--- src/rtl/dclk_seq_pkg.sv ---
package dclk_seq_pkg;

  typedef enum logic [3:0] {
    S_IDLE,
    S_STEP_WR,
    S_POLL,
    S_PICK,
    S_OVR_ON,
    S_PULSE,
    S_OVR_OFF,
    S_FINAL_WR,
    S_DONE
  } seq_state_e;

  typedef enum logic [1:0] {
    MODE_NONE,
    MODE_DROP,
    MODE_ADD
  } comp_mode_e;

  localparam int DROP_BIAS  = 4;
  localparam int ADD_TARGET = 12;

endpackage

--- src/rtl/dclk_pipe_pick.sv ---
module dclk_pipe_pick #(
  parameter int NUM_PIPES = 4,
  localparam int IDX_W = (NUM_PIPES > 1) ? $clog2(NUM_PIPES) : 1,
  localparam int PW    = IDX_W + 1
) (
  input  logic [NUM_PIPES-1:0] elig_i,
  input  logic [PW-1:0]        start_i,
  output logic                 found_o,
  output logic [IDX_W-1:0]     idx_o
);

  logic [NUM_PIPES-1:0] masked;

  genvar g;
  generate
    for (g = 0; g < NUM_PIPES; g++) begin : g_mask
      assign masked[g] = elig_i[g] && (PW'(g) >= start_i);
    end
  endgenerate

  // lowest set bit wins
  always_comb begin
    found_o = 1'b0;
    idx_o   = '0;
    for (int i = NUM_PIPES - 1; i >= 0; i--) begin
      if (masked[i]) begin
        found_o = 1'b1;
        idx_o   = IDX_W'(i);
      end
    end
  end

endmodule

--- src/rtl/dclk_comp_calc.sv ---
module dclk_comp_calc import dclk_seq_pkg::*; #(
  parameter int LVL_W = 8
) (
  input  logic [LVL_W-1:0] level_i,
  input  logic             add_mode_i,
  output logic [LVL_W-1:0] cnt_o
);

  logic [LVL_W-1:0] quarter;
  logic [LVL_W-1:0] drop_cnt;
  logic [LVL_W-1:0] add_cnt;

  always_comb begin
    quarter  = level_i >> 2;
    drop_cnt = (quarter > LVL_W'(DROP_BIAS)) ? (quarter - LVL_W'(DROP_BIAS)) : '0;
    add_cnt  = (quarter < LVL_W'(ADD_TARGET)) ? (LVL_W'(ADD_TARGET) - quarter) : '0;
    cnt_o    = add_mode_i ? add_cnt : drop_cnt;
  end

endmodule

--- src/rtl/dclk_poll_timer.sv ---
module dclk_poll_timer #(
  parameter int INTERVAL = 100,
  parameter int LIMIT    = 50,
  localparam int IW = (INTERVAL > 1) ? $clog2(INTERVAL) : 1,
  localparam int LW = $clog2(LIMIT + 1)
) (
  input  logic clk,
  input  logic rst_n,
  input  logic clear_i,
  input  logic run_i,
  input  logic chg_done_i,
  output logic seen_o,
  output logic expire_o
);

  logic [IW-1:0] int_q, int_d;
  logic [LW-1:0] poll_q, poll_d;
  logic          tick;

  assign tick     = run_i && (int_q == IW'(INTERVAL - 1));
  assign seen_o   = tick && chg_done_i;
  assign expire_o = tick && !chg_done_i && (poll_q == LW'(LIMIT - 1));

  always_comb begin
    int_d  = int_q;
    poll_d = poll_q;
    if (clear_i) begin
      int_d  = '0;
      poll_d = '0;
    end else if (run_i) begin
      if (tick) begin
        int_d  = '0;
        poll_d = poll_q + LW'(1);
      end else begin
        int_d = int_q + IW'(1);
      end
    end
  end

  always_ff @(posedge clk or negedge rst_n) begin
    if (!rst_n) begin
      int_q  <= '0;
      poll_q <= '0;
    end else begin
      int_q  <= int_d;
      poll_q <= poll_d;
    end
  end

  AST_POLL_BOUND: assert property (@(posedge clk) disable iff (!rst_n)
    run_i |-> (poll_q < LW'(LIMIT)));

endmodule

--- src/rtl/dclk_div_sequencer.sv ---
module dclk_div_sequencer import dclk_seq_pkg::*; #(
  parameter int NUM_PIPES     = 4,
  parameter int LVL_W         = 8,
  parameter int CODE_W        = 7,
  parameter int POLL_INTERVAL = 100,
  parameter int POLL_LIMIT    = 50,
  parameter logic [CODE_W-1:0] RESET_CODE = CODE_W'(64)
) (
  input  logic                       clk,
  input  logic                       rst_n,
  input  logic                       req_i,
  input  logic [CODE_W-1:0]          target_i,
  output logic                       busy_o,
  output logic                       done_o,
  output logic                       timeout_o,
  output logic                       div_wr_o,
  output logic [CODE_W-1:0]          div_code_o,
  input  logic                       chg_done_i,
  input  logic [NUM_PIPES*LVL_W-1:0] fifo_lvl_i,
  input  logic [NUM_PIPES-1:0]       pipe_active_i,
  input  logic [NUM_PIPES-1:0]       lvl_valid_i,
  output logic                       errdet_ovr_o,
  output logic [NUM_PIPES-1:0]       drop_px_o,
  output logic [NUM_PIPES-1:0]       add_px_o
);

  localparam int IDX_W = (NUM_PIPES > 1) ? $clog2(NUM_PIPES) : 1;
  localparam int PW    = IDX_W + 1;
  localparam logic [CODE_W-1:0] TOP_CODE  = '1;
  localparam logic [CODE_W-1:0] STEP_CODE = TOP_CODE - CODE_W'(1);

  seq_state_e        state_q, state_d;
  comp_mode_e        mode_q, mode_d;
  logic [CODE_W-1:0] tgt_q;
  logic [CODE_W-1:0] cur_q, cur_d;
  logic [PW-1:0]     start_q, start_d;
  logic [IDX_W-1:0]  pipe_q, pipe_d;
  logic [LVL_W-1:0]  cnt_q, cnt_d;
  logic              tmo_q, tmo_d;
  logic              accept;

  logic              pick_found;
  logic [IDX_W-1:0]  pick_idx;
  logic [LVL_W-1:0]  lvl_arr [NUM_PIPES];
  logic [LVL_W-1:0]  lvl_sel;
  logic [LVL_W-1:0]  calc_cnt;
  logic              poll_seen;
  logic              poll_expire;
  logic              pulse_now;

  genvar g;
  generate
    for (g = 0; g < NUM_PIPES; g++) begin : g_lvl
      assign lvl_arr[g] = fifo_lvl_i[g*LVL_W +: LVL_W];
    end
  endgenerate

  assign lvl_sel = lvl_arr[pick_idx];
  assign accept  = (state_q == S_IDLE) && req_i;

  dclk_pipe_pick #(
    .NUM_PIPES (NUM_PIPES)
  ) u_pick (
    .elig_i  (pipe_active_i & lvl_valid_i),
    .start_i (start_q),
    .found_o (pick_found),
    .idx_o   (pick_idx)
  );

  dclk_comp_calc #(
    .LVL_W (LVL_W)
  ) u_calc (
    .level_i    (lvl_sel),
    .add_mode_i (mode_q == MODE_ADD),
    .cnt_o      (calc_cnt)
  );

  dclk_poll_timer #(
    .INTERVAL (POLL_INTERVAL),
    .LIMIT    (POLL_LIMIT)
  ) u_timer (
    .clk        (clk),
    .rst_n      (rst_n),
    .clear_i    (state_q == S_STEP_WR),
    .run_i      (state_q == S_POLL),
    .chg_done_i (chg_done_i),
    .seen_o     (poll_seen),
    .expire_o   (poll_expire)
  );

  // next-state logic
  always_comb begin
    state_d = state_q;
    mode_d  = mode_q;
    cur_d   = cur_q;
    start_d = start_q;
    pipe_d  = pipe_q;
    cnt_d   = cnt_q;
    tmo_d   = tmo_q;
    unique case (state_q)
      S_IDLE: begin
        if (req_i) begin
          tmo_d   = 1'b0;
          start_d = '0;
          if (cur_q == TOP_CODE && target_i != TOP_CODE) begin
            mode_d  = MODE_DROP;
            state_d = S_PICK;
          end else if (target_i == TOP_CODE && cur_q != TOP_CODE) begin
            mode_d  = MODE_ADD;
            state_d = S_STEP_WR;
          end else begin
            mode_d  = MODE_NONE;
            state_d = S_FINAL_WR;
          end
        end
      end
      S_STEP_WR: begin
        cur_d   = STEP_CODE;
        state_d = S_POLL;
      end
      S_POLL: begin
        if (poll_seen) begin
          state_d = S_PICK;
        end else if (poll_expire) begin
          tmo_d   = 1'b1;
          state_d = S_PICK;
        end
      end
      S_PICK: begin
        if (!pick_found) begin
          state_d = S_FINAL_WR;
        end else if (calc_cnt == '0) begin
          start_d = PW'(pick_idx) + PW'(1);
        end else begin
          pipe_d  = pick_idx;
          cnt_d   = calc_cnt;
          state_d = S_OVR_ON;
        end
      end
      S_OVR_ON: state_d = S_PULSE;
      S_PULSE: begin
        cnt_d = cnt_q - LVL_W'(1);
        if (cnt_q == LVL_W'(1)) state_d = S_OVR_OFF;
      end
      S_OVR_OFF: begin
        start_d = PW'(pipe_q) + PW'(1);
        state_d = S_PICK;
      end
      S_FINAL_WR: begin
        cur_d   = tgt_q;
        state_d = S_DONE;
      end
      S_DONE: state_d = S_IDLE;
      default: state_d = S_IDLE;
    endcase
  end

  // registers
  always_ff @(posedge clk or negedge rst_n) begin
    if (!rst_n) begin
      state_q <= S_IDLE;
      mode_q  <= MODE_NONE;
      cur_q   <= RESET_CODE;
      start_q <= '0;
      pipe_q  <= '0;
      cnt_q   <= '0;
      tmo_q   <= 1'b0;
    end else begin
      state_q <= state_d;
      mode_q  <= mode_d;
      cur_q   <= cur_d;
      start_q <= start_d;
      pipe_q  <= pipe_d;
      cnt_q   <= cnt_d;
      tmo_q   <= tmo_d;
    end
  end

  always_ff @(posedge clk or negedge rst_n) begin
    if (!rst_n) begin
      tgt_q <= RESET_CODE;
    end else if (accept) begin
      tgt_q <= target_i;
    end
  end

  // output decode
  assign pulse_now    = (state_q == S_PULSE);
  assign busy_o       = (state_q != S_IDLE);
  assign done_o       = (state_q == S_DONE);
  assign timeout_o    = tmo_q;
  assign errdet_ovr_o = (state_q == S_OVR_ON) || pulse_now;
  assign div_wr_o     = (state_q == S_STEP_WR) || (state_q == S_FINAL_WR);

  always_comb begin
    div_code_o = cur_q;
    if (state_q == S_STEP_WR)  div_code_o = STEP_CODE;
    if (state_q == S_FINAL_WR) div_code_o = tgt_q;
  end

  generate
    for (g = 0; g < NUM_PIPES; g++) begin : g_px
      assign drop_px_o[g] = pulse_now && (mode_q == MODE_DROP) && (pipe_q == IDX_W'(g));
      assign add_px_o[g]  = pulse_now && (mode_q == MODE_ADD)  && (pipe_q == IDX_W'(g));
    end
  endgenerate

  // assertions
  AST_PULSE_IN_OVR: assert property (@(posedge clk) disable iff (!rst_n)
    ((|drop_px_o) || (|add_px_o)) |-> errdet_ovr_o);

  AST_ONE_PULSE: assert property (@(posedge clk) disable iff (!rst_n)
    $onehot0({drop_px_o, add_px_o}));

  AST_DROP_FROM_TOP: assert property (@(posedge clk) disable iff (!rst_n)
    (|drop_px_o) |-> (cur_q == TOP_CODE));

  AST_ADD_AFTER_STEP: assert property (@(posedge clk) disable iff (!rst_n)
    (|add_px_o) |-> (cur_q == STEP_CODE));

  AST_TOP_VIA_STEP: assert property (@(posedge clk) disable iff (!rst_n)
    (div_wr_o && div_code_o == TOP_CODE) |-> (cur_q == STEP_CODE || cur_q == TOP_CODE));

  AST_IDLE_QUIET: assert property (@(posedge clk) disable iff (!rst_n)
    !busy_o |-> (!errdet_ovr_o && !div_wr_o && drop_px_o == '0 && add_px_o == '0));

  AST_DONE_SINGLE: assert property (@(posedge clk) disable iff (!rst_n)
    done_o |=> !done_o);

  AST_DONE_AFTER_WR: assert property (@(posedge clk) disable iff (!rst_n)
    done_o |-> $past(div_wr_o));

endmodule

--- config.mk ---
export PLATFORM = sky130hd
export DESIGN_NAME = dclk_div_sequencer
export DESIGN_NICKNAME = d
export VERILOG_FILES = /design/src/rtl/dclk_seq_pkg.sv /design/src/rtl/dclk_pipe_pick.sv /design/src/rtl/dclk_comp_calc.sv /design/src/rtl/dclk_poll_timer.sv /design/src/rtl/dclk_div_sequencer.sv
export SDC_FILE = /design/constraint.sdc
export NUM_CORES = 1
export LEC_CHECK = 0
export BUFFER_PORTS_ARGS = -buffer_cell sky130_fd_sc_hd__clkbuf_2
export CAP_MARGIN = 10
export CORE_MARGIN = 1
export CORE_UTILIZATION = 30
export DETAILED_ROUTE_END_ITERATION = 6
export GPL_TIMING_DRIVEN = 1
export PLACE_DENSITY_LB_ADDON = 0.25
export SETUP_SLACK_MARGIN = 0.4
export SKIP_LAST_GASP = 1
export SLEW_MARGIN = 20
export SYNTH_ARGS = -nofsm -noshare
export SYNTH_HDL_FRONTEND = slang
export SYNTH_HIERARCHICAL = 1
export SYNTH_SLANG_ARGS = --single-unit
--- constraint.sdc ---
create_clock -name clk -period 5.38 [get_ports clk]
set_input_delay 0.269 -clock clk [delete_from_list [all_inputs] [get_ports clk]]
set_output_delay 0.269 -clock clk [all_outputs]
set_load 0.01 [all_outputs]
==> results of run 1 <==
final timing paths:
| path | startpoint | depth (start not counted) | end | slack [ps] |
|---|---|---|---|---|
| worst min-delay path | rst_n | 2 | u_timer/int_q[4] | 70 |
| max in group asynchronous | rst_n | 2 | u_timer/int_q[0] | 4900 |
| worst max register to register | start_q[1] | 13 | cnt_q[3] | 1240 |
| min in group clk | target_i[2] | 2 | tgt_q[2] | 210 |
| worst min register to register | timeout_o | 1 | timeout_o | 520 |
| worst max-delay path | start_q[1] | 13 | cnt_q[3] | 1240 |
worst max-delay path: stages, from the launching register on:
cell                        delay, ps
sky130_fd_sc_hd__dfrtp_1          410
sky130_fd_sc_hd__a21bo_1          140
sky130_fd_sc_hd__a22oi_1           60
sky130_fd_sc_hd__a211oi_1         210
sky130_fd_sc_hd__buf_4            230
sky130_fd_sc_hd__mux4_2           630
sky130_fd_sc_hd__ha_1             240
sky130_fd_sc_hd__o2bb2ai_1        130
sky130_fd_sc_hd__a21o_1           250
sky130_fd_sc_hd__o22ai_1          410
sky130_fd_sc_hd__nor4_2           170
sky130_fd_sc_hd__a2111oi_4        640
sky130_fd_sc_hd__mux2i_1          160
sky130_fd_sc_hd__a221o_1          320
registers in the layout, indices dropped and copies added, names as in the netlist:
signal,count
tgt_q,7
timeout_o,1
u_timer/int_q,7
mode_q,2
state_q,4
pipe_q,2
cnt_q,8
cur_q,7
start_q,3
u_timer/poll_q,6
layout make-up:
| class | count | area, um2 | area share, % |
|---|---|---|---|
| flip-flops and latches | 47 | 1180 | 31.7 |
| clock inverters | 2 | 35.0 | 0.941 |
| multi-input cells | 252 | 1840 | 49.4 |
| clock buffers | 6 | 82.6 | 2.22 |
| inverters | 22 | 82.6 | 2.22 |
| well taps | 136 | 170 | 4.57 |
| repair buffers | 65 | 333 | 8.94 |
per-stage QoR:
stage,power [mW],hold slack [ps],instance area [um2]
6_report,0.735,70.4,3720
5_1_grt,0.777,125,3720
4_1_cts,0.751,87.5,3720
3_5_place_dp,0.475,416,3600
3_3_place_gp,0.474,418,3600
2_1_floorplan,0.436,-26.6,3200
layer usage:
layer | track usage (%) | vias up | part of all wire [%]
met5 | 0 | - | 0
met4 | 3.32 | 0 | 0.83
met3 | 2.68 | 5 | 5.3
met2 | 21.9 | 69 | 44
met1 | 19.4 | 1316 | 50
li1 | - | 1360 | -
power breakdown:
group | internal (mW) | leakage (nW) | switching [mW]
logic | 0.0462 | 0.943 | 0.0586
registers | 0.357 | 0.614 | 0.00581
clock network | 0.150 | 0.0612 | 0.117
cell usage in the layout (no fill, tap or decap), drive strengths merged, types with 3 or more instances in the layout:
master    n
o211ai    3
a22oi     3
dfrtp    45
nor3     11
o2111ai   3
nor3b     3
ha       12
or3       6
a21oi    16
nand3     9
o31ai     5
or2       4
o22ai     5
or4       3
nand4     5
buf       3
nor4      7
o21ai    17
inv      22
nor2     19
nand2    32
mux2i     5
clkbuf   68
a21o      3
nor2b     5
mux4      6
mux2     12
and2      5
o22a     12
o21bai    3
and4bb    3
nand2b    7
==> impl_metrics.yaml, run 1 <==
grt:
  grt_antenna_before_repair: 0
  via_count_of_the_first_global_routing_pass: 2610
  largest_net_degree_at_the_start_of_global_routing: 48
  residual_overflow_from_global_routing: 0
  first_pass_grt_wire_length_mm: 12.6
  grt_usage_pct: 13.8
cts:
  postCtsSetupRepairBufs: 0
  cts_made_buffers: 5
  post_cts_resize_count: 0
  cts_max_path_buffers: 2
  cts_root_buffer: "sky130_fd_sc_hd__clkbuf_8"
  worst_skew_pair.late_latency_ps: 300
  clock_tree.htree_level_count: 2
  cts_tree: "done"
  cts.sinks: 47
  clkSlewWorstSetupHoldPaths_ps: 90
  hold_buffers: 0
layout:
  syn2layout_area_growth_pct: 16.4
  final-instance-count-excl-fill: 530
  finish.utilization_pct: 36.0
  filler_cell_count: 1049
  design.final.nets: 456
  drive_above_1_share_pct: 26.9
  antenna_cells_inserted: 0
floorplan:
  die-height_um: 105
  total_die_area_um2: 11100
  die_w_um: 105
  start_util_pct: 31.0
  core_region_area_um2: 10300
  top_level_ports: 71
  row_count: 37
sta:
  setup_viol_count_final: 0
  fin_ws_ps: 1240
  setup_repair_after_global_routing_missed_its_margin: "false"
  period_share_pct: 76.9
  tightestPinTransition_ps: 730
  slew_violations: 0
  period_minus_slack_ps: 4140
  finalClockSkew_ps: 9.42
  slew-limit-headroom_pct: 50.9
  fmax_mhz: 242
  fin_setup_tns_ps: 0
  final-hold-violation-count: 0
routing:
  drt_iter0_markers: 167
  drt_pre_antenna_iters: 4
  routedWlPerCell_um: 13.6
  drt.antenna.violating_nets: 0
  vias: 2750
  post_drt_via_cell_ratio: 5.19
  routed_wirelength_mm: 7.23
  drt_drc_violations_left: 0
worst_hold_path:
  holdCritPathClass: "input pin to asynchronous set/reset pin"
logic_synthesis:
  post_synth_inst_count: 340
  synthesis.area_per_instance_um2: 9.40
  post_synth_instance_area_um2: 3200
  synthesis.nets: 403
  yosys_warnings: 6
power:
  ir_drop_mv: 0.0867
  power-per-cell-area_nw_per_um2: 198
  leakage_nw: 1.62
placement:
  post_placement_worst_setup_slack_ps: 1120
  place.gp.congestion: 0.762
  placed_instances: 522
  dp.final_hpwl_mm: 5.42
  port_buffers: 62
setup_path:
  path_type_of_the_worst_setup_path: "flop to flop"
  crit_path_start_kind: "flop"
  timing.critical_path.fanout_max: 9
  cp_data_arrival_time_ps: 4320
  worst_ep_required_time_ps: 5560
  critPathCaptureType: "flop"
job:
  max_cap_viol_count: 0
run_status:
  outcome: "finished clean"
Note: power is estimated with default switching activity, not from simulation.
==> run 2, diff against run 1 <==
Clock period 5.38 ns to 3.55 ns, I/O delays scaled along.
==> run 2 against run 1 <==
The run now ends with setup timing left. Flip-flop and latch count stayed put. Via count increased by 4.8%. Clock skew is 3.5 ps higher. Critical path depth grew 2. Core utilization increased by 5.2 points. Largest cell class unchanged. Highest routed layer unchanged.
==> impl_metrics.yaml, run 2 (synthesis results as in run 1) <==
worst_hold_path:
  holdCritPathClass: "input pin to flop"
layout:
  multi_input_area_um2: 2060
  top_register: "cnt_q"
  filler_cell_count: 1018
  layout_commonest_cell: "sky130_fd_sc_hd__clkbuf_2"
  layout.cell_area.non_filler_um2: 4260
  design.final.nets: 493
  drive_above_1_share_pct: 39.4
  syn2layout_area_growth_pct: 33.2
  antenna_cells_inserted: 0
  largest_reg_flops: 8
  layout.cells.most_common_list: "sky130_fd_sc_hd__clkbuf_2, sky130_fd_sc_hd__dfrtp_1, sky130_fd_sc_hd__nand2_1, sky130_fd_sc_hd__buf_4"
  seq_area_um2: 1180
  finish.utilization_pct: 41.2
grt:
  first_pass_grt_wire_length_mm: 13.4
  grt_busiest_layer: "met2"
  globalRouteMet1Util_pct: 19.6
  grt_usage_pct: 15.0
  global_route.usage.met3_pct: 2.87
  grt.met2_usage_pct: 24.8
  grt_antenna_before_repair: 0
  largest_net_degree_at_the_start_of_global_routing: 26
  residual_overflow_from_global_routing: 0
  via_count_of_the_first_global_routing_pass: 2862
cts:
  clkSlewWorstSetupHoldPaths_ps: 100
  clock_tree.htree_level_count: 2
  worst_skew_pair.late_latency_ps: 310
  cts_tree: "done"
  cts_made_buffers: 5
  cts.sinks: 47
  cts_max_path_buffers: 2
  cts_root_buffer: "sky130_fd_sc_hd__clkbuf_8"
sta:
  fmax_mhz: 272
  worst_hold_slack_across_all_endpoints_ps: 102
  slew_violations: 0
  period_minus_slack_ps: 3680
  finalClockSkew_ps: 12.9
  fin_ws_ps: -125
  setup_viol_count_final: 10
  final-hold-violation-count: 0
  slew-limit-headroom_pct: 58.7
  setup_repair_after_global_routing_missed_its_margin: "true"
  period_share_pct: 104
  tightestPinTransition_ps: 614
routing:
  routed_wirelength_mm: 7.85
  post_drt_via_cell_ratio: 5.08
  drt.antenna.violating_nets: 0
  drt_pre_antenna_iters: 4
  vias: 2883
  drt_drc_violations_left: 0
  routedWlPerCell_um: 13.8
  drt_iter0_markers: 142
floorplan:
  core_region_area_um2: 10300
  die-height_um: 105
  die_w_um: 105
  total_die_area_um2: 11100
  start_util_pct: 31.0
  row_count: 37
  top_level_ports: 71
setup_path:
  timing.critical_path.fanout_max: 6
  crit_top_cell: "sky130_fd_sc_hd__buf_4"
  cp_data_arrival_time_ps: 3880
  crit_path_start_kind: "flop"
  cp_cell_sequence: "inv_1 -> a22oi_2 -> a211oi_2 -> buf_4 -> mux4_2 -> ha_4 -> o2bb2ai_2 -> a21o_4 -> buf_6 -> o22ai_4 -> nor4_4 -> buf_4 -> a2111oi_4 -> mux2i_1 -> a221o_1"
  path_type_of_the_worst_setup_path: "flop to flop"
  worst_ep_required_time_ps: 3750
  crit_path_top_delay_cell: "sky130_fd_sc_hd__mux4_2"
  critPathCaptureType: "flop"
  cp_slowest_stage_delay_ps: 600
  rrSetupSlack_ps: -130
placement:
  port_buffers: 62
  dp.final_hpwl_mm: 5.78
  placedInstanceArea_um2: 3870
  post_placement_worst_setup_slack_ps: -235
  place.gp.congestion: 0.774
job:
  max_cap_viol_count: 0
run_status:
  outcome: "finished, violations left"
  failed_checks: "setup timing"
power:
  power-per-cell-area_nw_per_um2: 295
  leakage_nw: 1.85
  ir_drop_mv: 0.151
[run 2: area by class of cell]
type	instances	area share, %
multi-input cells	252	48.5
flip-flops and latches	47	27.7
repair buffers	102	15.2
well taps	136	4.00
inverters	22	1.94
clock buffers	5	1.62
clock inverters	3	1.09
[run 2: final timing paths]
kind,cells after the start,start,endpoint
worst max-delay path,15,start_q[1],cnt_q[3]
worst min-delay path,2,target_i[6],tgt_q[6]
worst max register to register,15,start_q[1],cnt_q[3]
worst min register to register,2,tgt_q[0],cur_q[0]
max in group asynchronous,3,rst_n,state_q[1]
min in group asynchronous,2,rst_n,start_q[1]
[run 2: where the power goes]
part / internal, mW / leakage (nW) / switching, mW / total [mW]
sequential: 0.541 / 0.614 / 0.00902 / 0.550
combinational: 0.153 / 1.18 / 0.137 / 0.291
clock: 0.212 / 0.0548 / 0.202 / 0.414
[run 2: per-stage QoR]
step	setup TNS [ps]	cells	total power, mW
3_5_place_dp	-1760	551	0.782
5_1_grt	-3180	567	1.32
3_3_place_gp	-1430	551	0.779
4_1_cts	-641	563	1.25
6_report	-654	567	1.25
2_1_floorplan	0	340	0.678
[run 2: timing repair]
action / 4_1_cts / 5_1_grt
pin swaps: 13 / 5
buffers inserted: 3 / 4
resized for setup: 35 / 12
endpoints found under the setup margin: 16 / 16
gates cloned: 0 / 0
hold buffers: 1 / 0
hold endpoints to repair: 20 / 0
[run 2: critical path: cells and delay by family, from the launching register on]
family	cells	cell delay [ps]
compound gates	7	1530
buf+inv	4	610
flops	1	400
simple gates	1	70
mux	2	760
fa+ha+maj	1	200
[run 2: layer usage]
layer	routed length [um]	up-vias
li1	-	1447
met1	3700	1376
met2	3750	50
met3	298	10
met4	102	0
met5	0	-
==> run 3, diff against run 2 <==
Settings changed: CORE_UTILIZATION 30 to 40.
==> run 3 against run 2 <==
The run still ends with setup timing left. Cell count is 6.9% lower. Flip-flop and latch count unchanged. Routed wire length shrank 1.2%. Power decreased by 8.5%. Maximum frequency up 0.52%. Combinational power fell by 6%. Sequential share of layout area up 1.2 points. Largest cell class unchanged.
==> impl_metrics.yaml, run 3 (synthesis results as in run 1) <==
run_status:
  outcome: "finished, violations left"
  failed_checks: "setup timing"
sta:
  setup_viol_count_final: 7
  worst_hold_slack_across_all_endpoints_ps: 114
  fin_ws_ps: -106
  tightestPinTransition_ps: 628
  finalClockSkew_ps: 5.96
  final-hold-violation-count: 0
  slew-limit-headroom_pct: 58.1
  period_share_pct: 103
  setup_repair_after_global_routing_missed_its_margin: "true"
  fmax_mhz: 273
  slew_violations: 0
  period_minus_slack_ps: 3660
routing:
  drt_pre_antenna_iters: 4
  topRoutingLayerUsed: "met4"
  routed-wl-met3_um: 236
  post_drt_via_cell_ratio: 5.54
  wl_met2_mm: 3.78
  vias: 2924
  drt_iter0_markers: 108
  drt_drc_violations_left: 0
  drt.antenna.violating_nets: 0
  routedWlPerCell_um: 14.7
  detail_route.wirelength.met1_mm: 3.60
  routed_wirelength_mm: 7.75
floorplan:
  core_region_area_um2: 7730
  die_w_um: 91.4
  die-height_um: 91.4
  total_die_area_um2: 8350
  start_util_pct: 41.4
  row_count: 32
  top_level_ports: 71
power:
  p_int_mw: 0.822
  power_switching_share_pct: 28.4
  fin_total_pwr_mw: 1.15
  ir_drop_mv: 0.182
  leakage_nw: 1.78
  power.net_switching_mw: 0.326
  power.clock.fraction_pct: 28.3
  seq_power_share_pct: 47.8
  p_comb_share_pct: 23.9
  power-per-cell-area_nw_per_um2: 282
worst_hold_path:
  holdCritPathClass: "input pin to flop"
  hold_depth: 2
  hold_path_startpoint: "target_i[4]"
  timing.hold.worst_endpoint: "tgt_q[4]"
job:
  max_cap_viol_count: 0
cts:
  clkSlewWorstSetupHoldPaths_ps: 90
  cts_made_buffers: 5
  cts_max_path_buffers: 2
  cts_root_buffer: "sky130_fd_sc_hd__clkbuf_8"
  clock_tree.htree_level_count: 2
  cts_tree: "done"
  worst_skew_pair.late_latency_ps: 300
  cts.sinks: 47
setup_path:
  path_type_of_the_worst_setup_path: "flop to flop"
  crit_path_start_kind: "flop"
  cp_data_arrival_time_ps: 3850
  reg2reg_to: "cnt_q[6]"
  timing.critical_path.fanout_max: 7
  critPathCaptureType: "flop"
  rrSetupSlack_ps: -110
  critical_path.reg2reg.startpoint: "start_q[0]"
  crit_path_start: "start_q[0]"
  reg2regPathDepth: 15
  worst_ep_required_time_ps: 3750
layout:
  syn2layout_area_growth_pct: 27.6
  finish.utilization_pct: 52.8
  layout_commonest_cell: "sky130_fd_sc_hd__clkbuf_2"
  antenna_cells_inserted: 0
  design.final.nets: 488
  layout.cells.most_common_list: "sky130_fd_sc_hd__clkbuf_2, sky130_fd_sc_hd__dfrtp_1, sky130_fd_sc_hd__nand2_1"
  largest_reg_flops: 8
  final-instance-count-excl-fill: 528
  top_register: "cnt_q"
  drive_above_1_share_pct: 36.4
  layout.cell_area.non_filler_um2: 4080
grt:
  residual_overflow_from_global_routing: 0
  grt_usage_pct: 19.9
  grt_antenna_before_repair: 0
  first_pass_grt_wire_length_mm: 13.5
  via_count_of_the_first_global_routing_pass: 3033
  largest_net_degree_at_the_start_of_global_routing: 48
placement:
  place.gp.congestion: 0.815
  placed_instances: 512
  port_buffers: 62
  dp.final_hpwl_mm: 5.71
  placedInstanceArea_um2: 3800
-- run 3: cell types whose count changed in the layout (fill, tap and decap cells not counted), moves of 2 or more --
cell,previous run,this run
sky130_fd_sc_hd__buf_4,30,28
sky130_fd_sc_hd__nand2_1,30,32
sky130_fd_sc_hd__nand2_4,2,0
sky130_fd_sc_hd__clkbuf_1,0,2
sky130_fd_sc_hd__buf_6,9,6
-- run 3: what timing repair did --
item                                    in CTS  in global routing
pin swaps                                    8                  1
endpoints found under the setup margin      16                 16
setup buffers                                7                  0
gates resized for setup                     28                  2
hold buffers                                 1                  0
hold endpoints to repair                    27                  0
-- run 3: worst max-delay path, cell delays in order, from the launching register on --
cell                       delay (ps)
sky130_fd_sc_hd__dfrtp_1          380
sky130_fd_sc_hd__a21bo_1          160
sky130_fd_sc_hd__a22oi_2           70
sky130_fd_sc_hd__a211oi_2         190
sky130_fd_sc_hd__buf_6            170
sky130_fd_sc_hd__mux4_2           580
sky130_fd_sc_hd__ha_2             220
sky130_fd_sc_hd__a21boi_4         140
sky130_fd_sc_hd__xnor2_2          180
sky130_fd_sc_hd__o22ai_4          220
sky130_fd_sc_hd__buf_6            140
sky130_fd_sc_hd__nor4_4            30
sky130_fd_sc_hd__buf_4            160
sky130_fd_sc_hd__a2111o_1         510
sky130_fd_sc_hd__buf_4            180
sky130_fd_sc_hd__o221a_1          230
-- run 3: through the flow --
stage               setup WS (ps)  setup TNS, ps
global placement             -120           -724
global route                 -265          -2790
detailed placement           -188          -1610
CTS                         -65.0           -173
floorplan                    31.8              0
finish                       -106           -357
-- run 3: per-layer routing --
layer | global-route usage, % | up-vias
li1 | - | 1430
met1 | 24.8 | 1415
met2 | 34.3 | 64
met3 | 3.02 | 15
met4 | 8.07 | 0
met5 | 0 | -
-- run 3: worst max-delay path by stage --
stage	to	slack, ps	depth (start not counted)
2_1_floorplan	cnt_q[3]	30	15
3_3_place_gp	cnt_q[7]	-120	16
3_5_place_dp	cnt_q[3]	-190	15
4_1_cts	cnt_q[3]	-60	15
5_1_grt	cnt_q[4]	-260	15
6_report	cnt_q[6]	-110	15
-- run 3: area by class of cell --
cell class                      count  area, um2
Fill cell                         727       3650
Multi-Input combinational cell    252       2010
Tap cell                          102        128
Clock inverter                      1       7.51
Inverter                           22       82.6
Timing Repair Buffer               97        598
Clock buffer                        7       76.3
Sequential cell                    47       1180
-- run 3: power by group through the flow --
stage	clock network [mW]	logic [mW]	registers, mW
floorplan	0	0.120	0.558
global placement	0	0.213	0.560
detailed placement	0	0.217	0.560
CTS	0.338	0.269	0.549
global route	0.358	0.297	0.551
finish	0.325	0.274	0.549
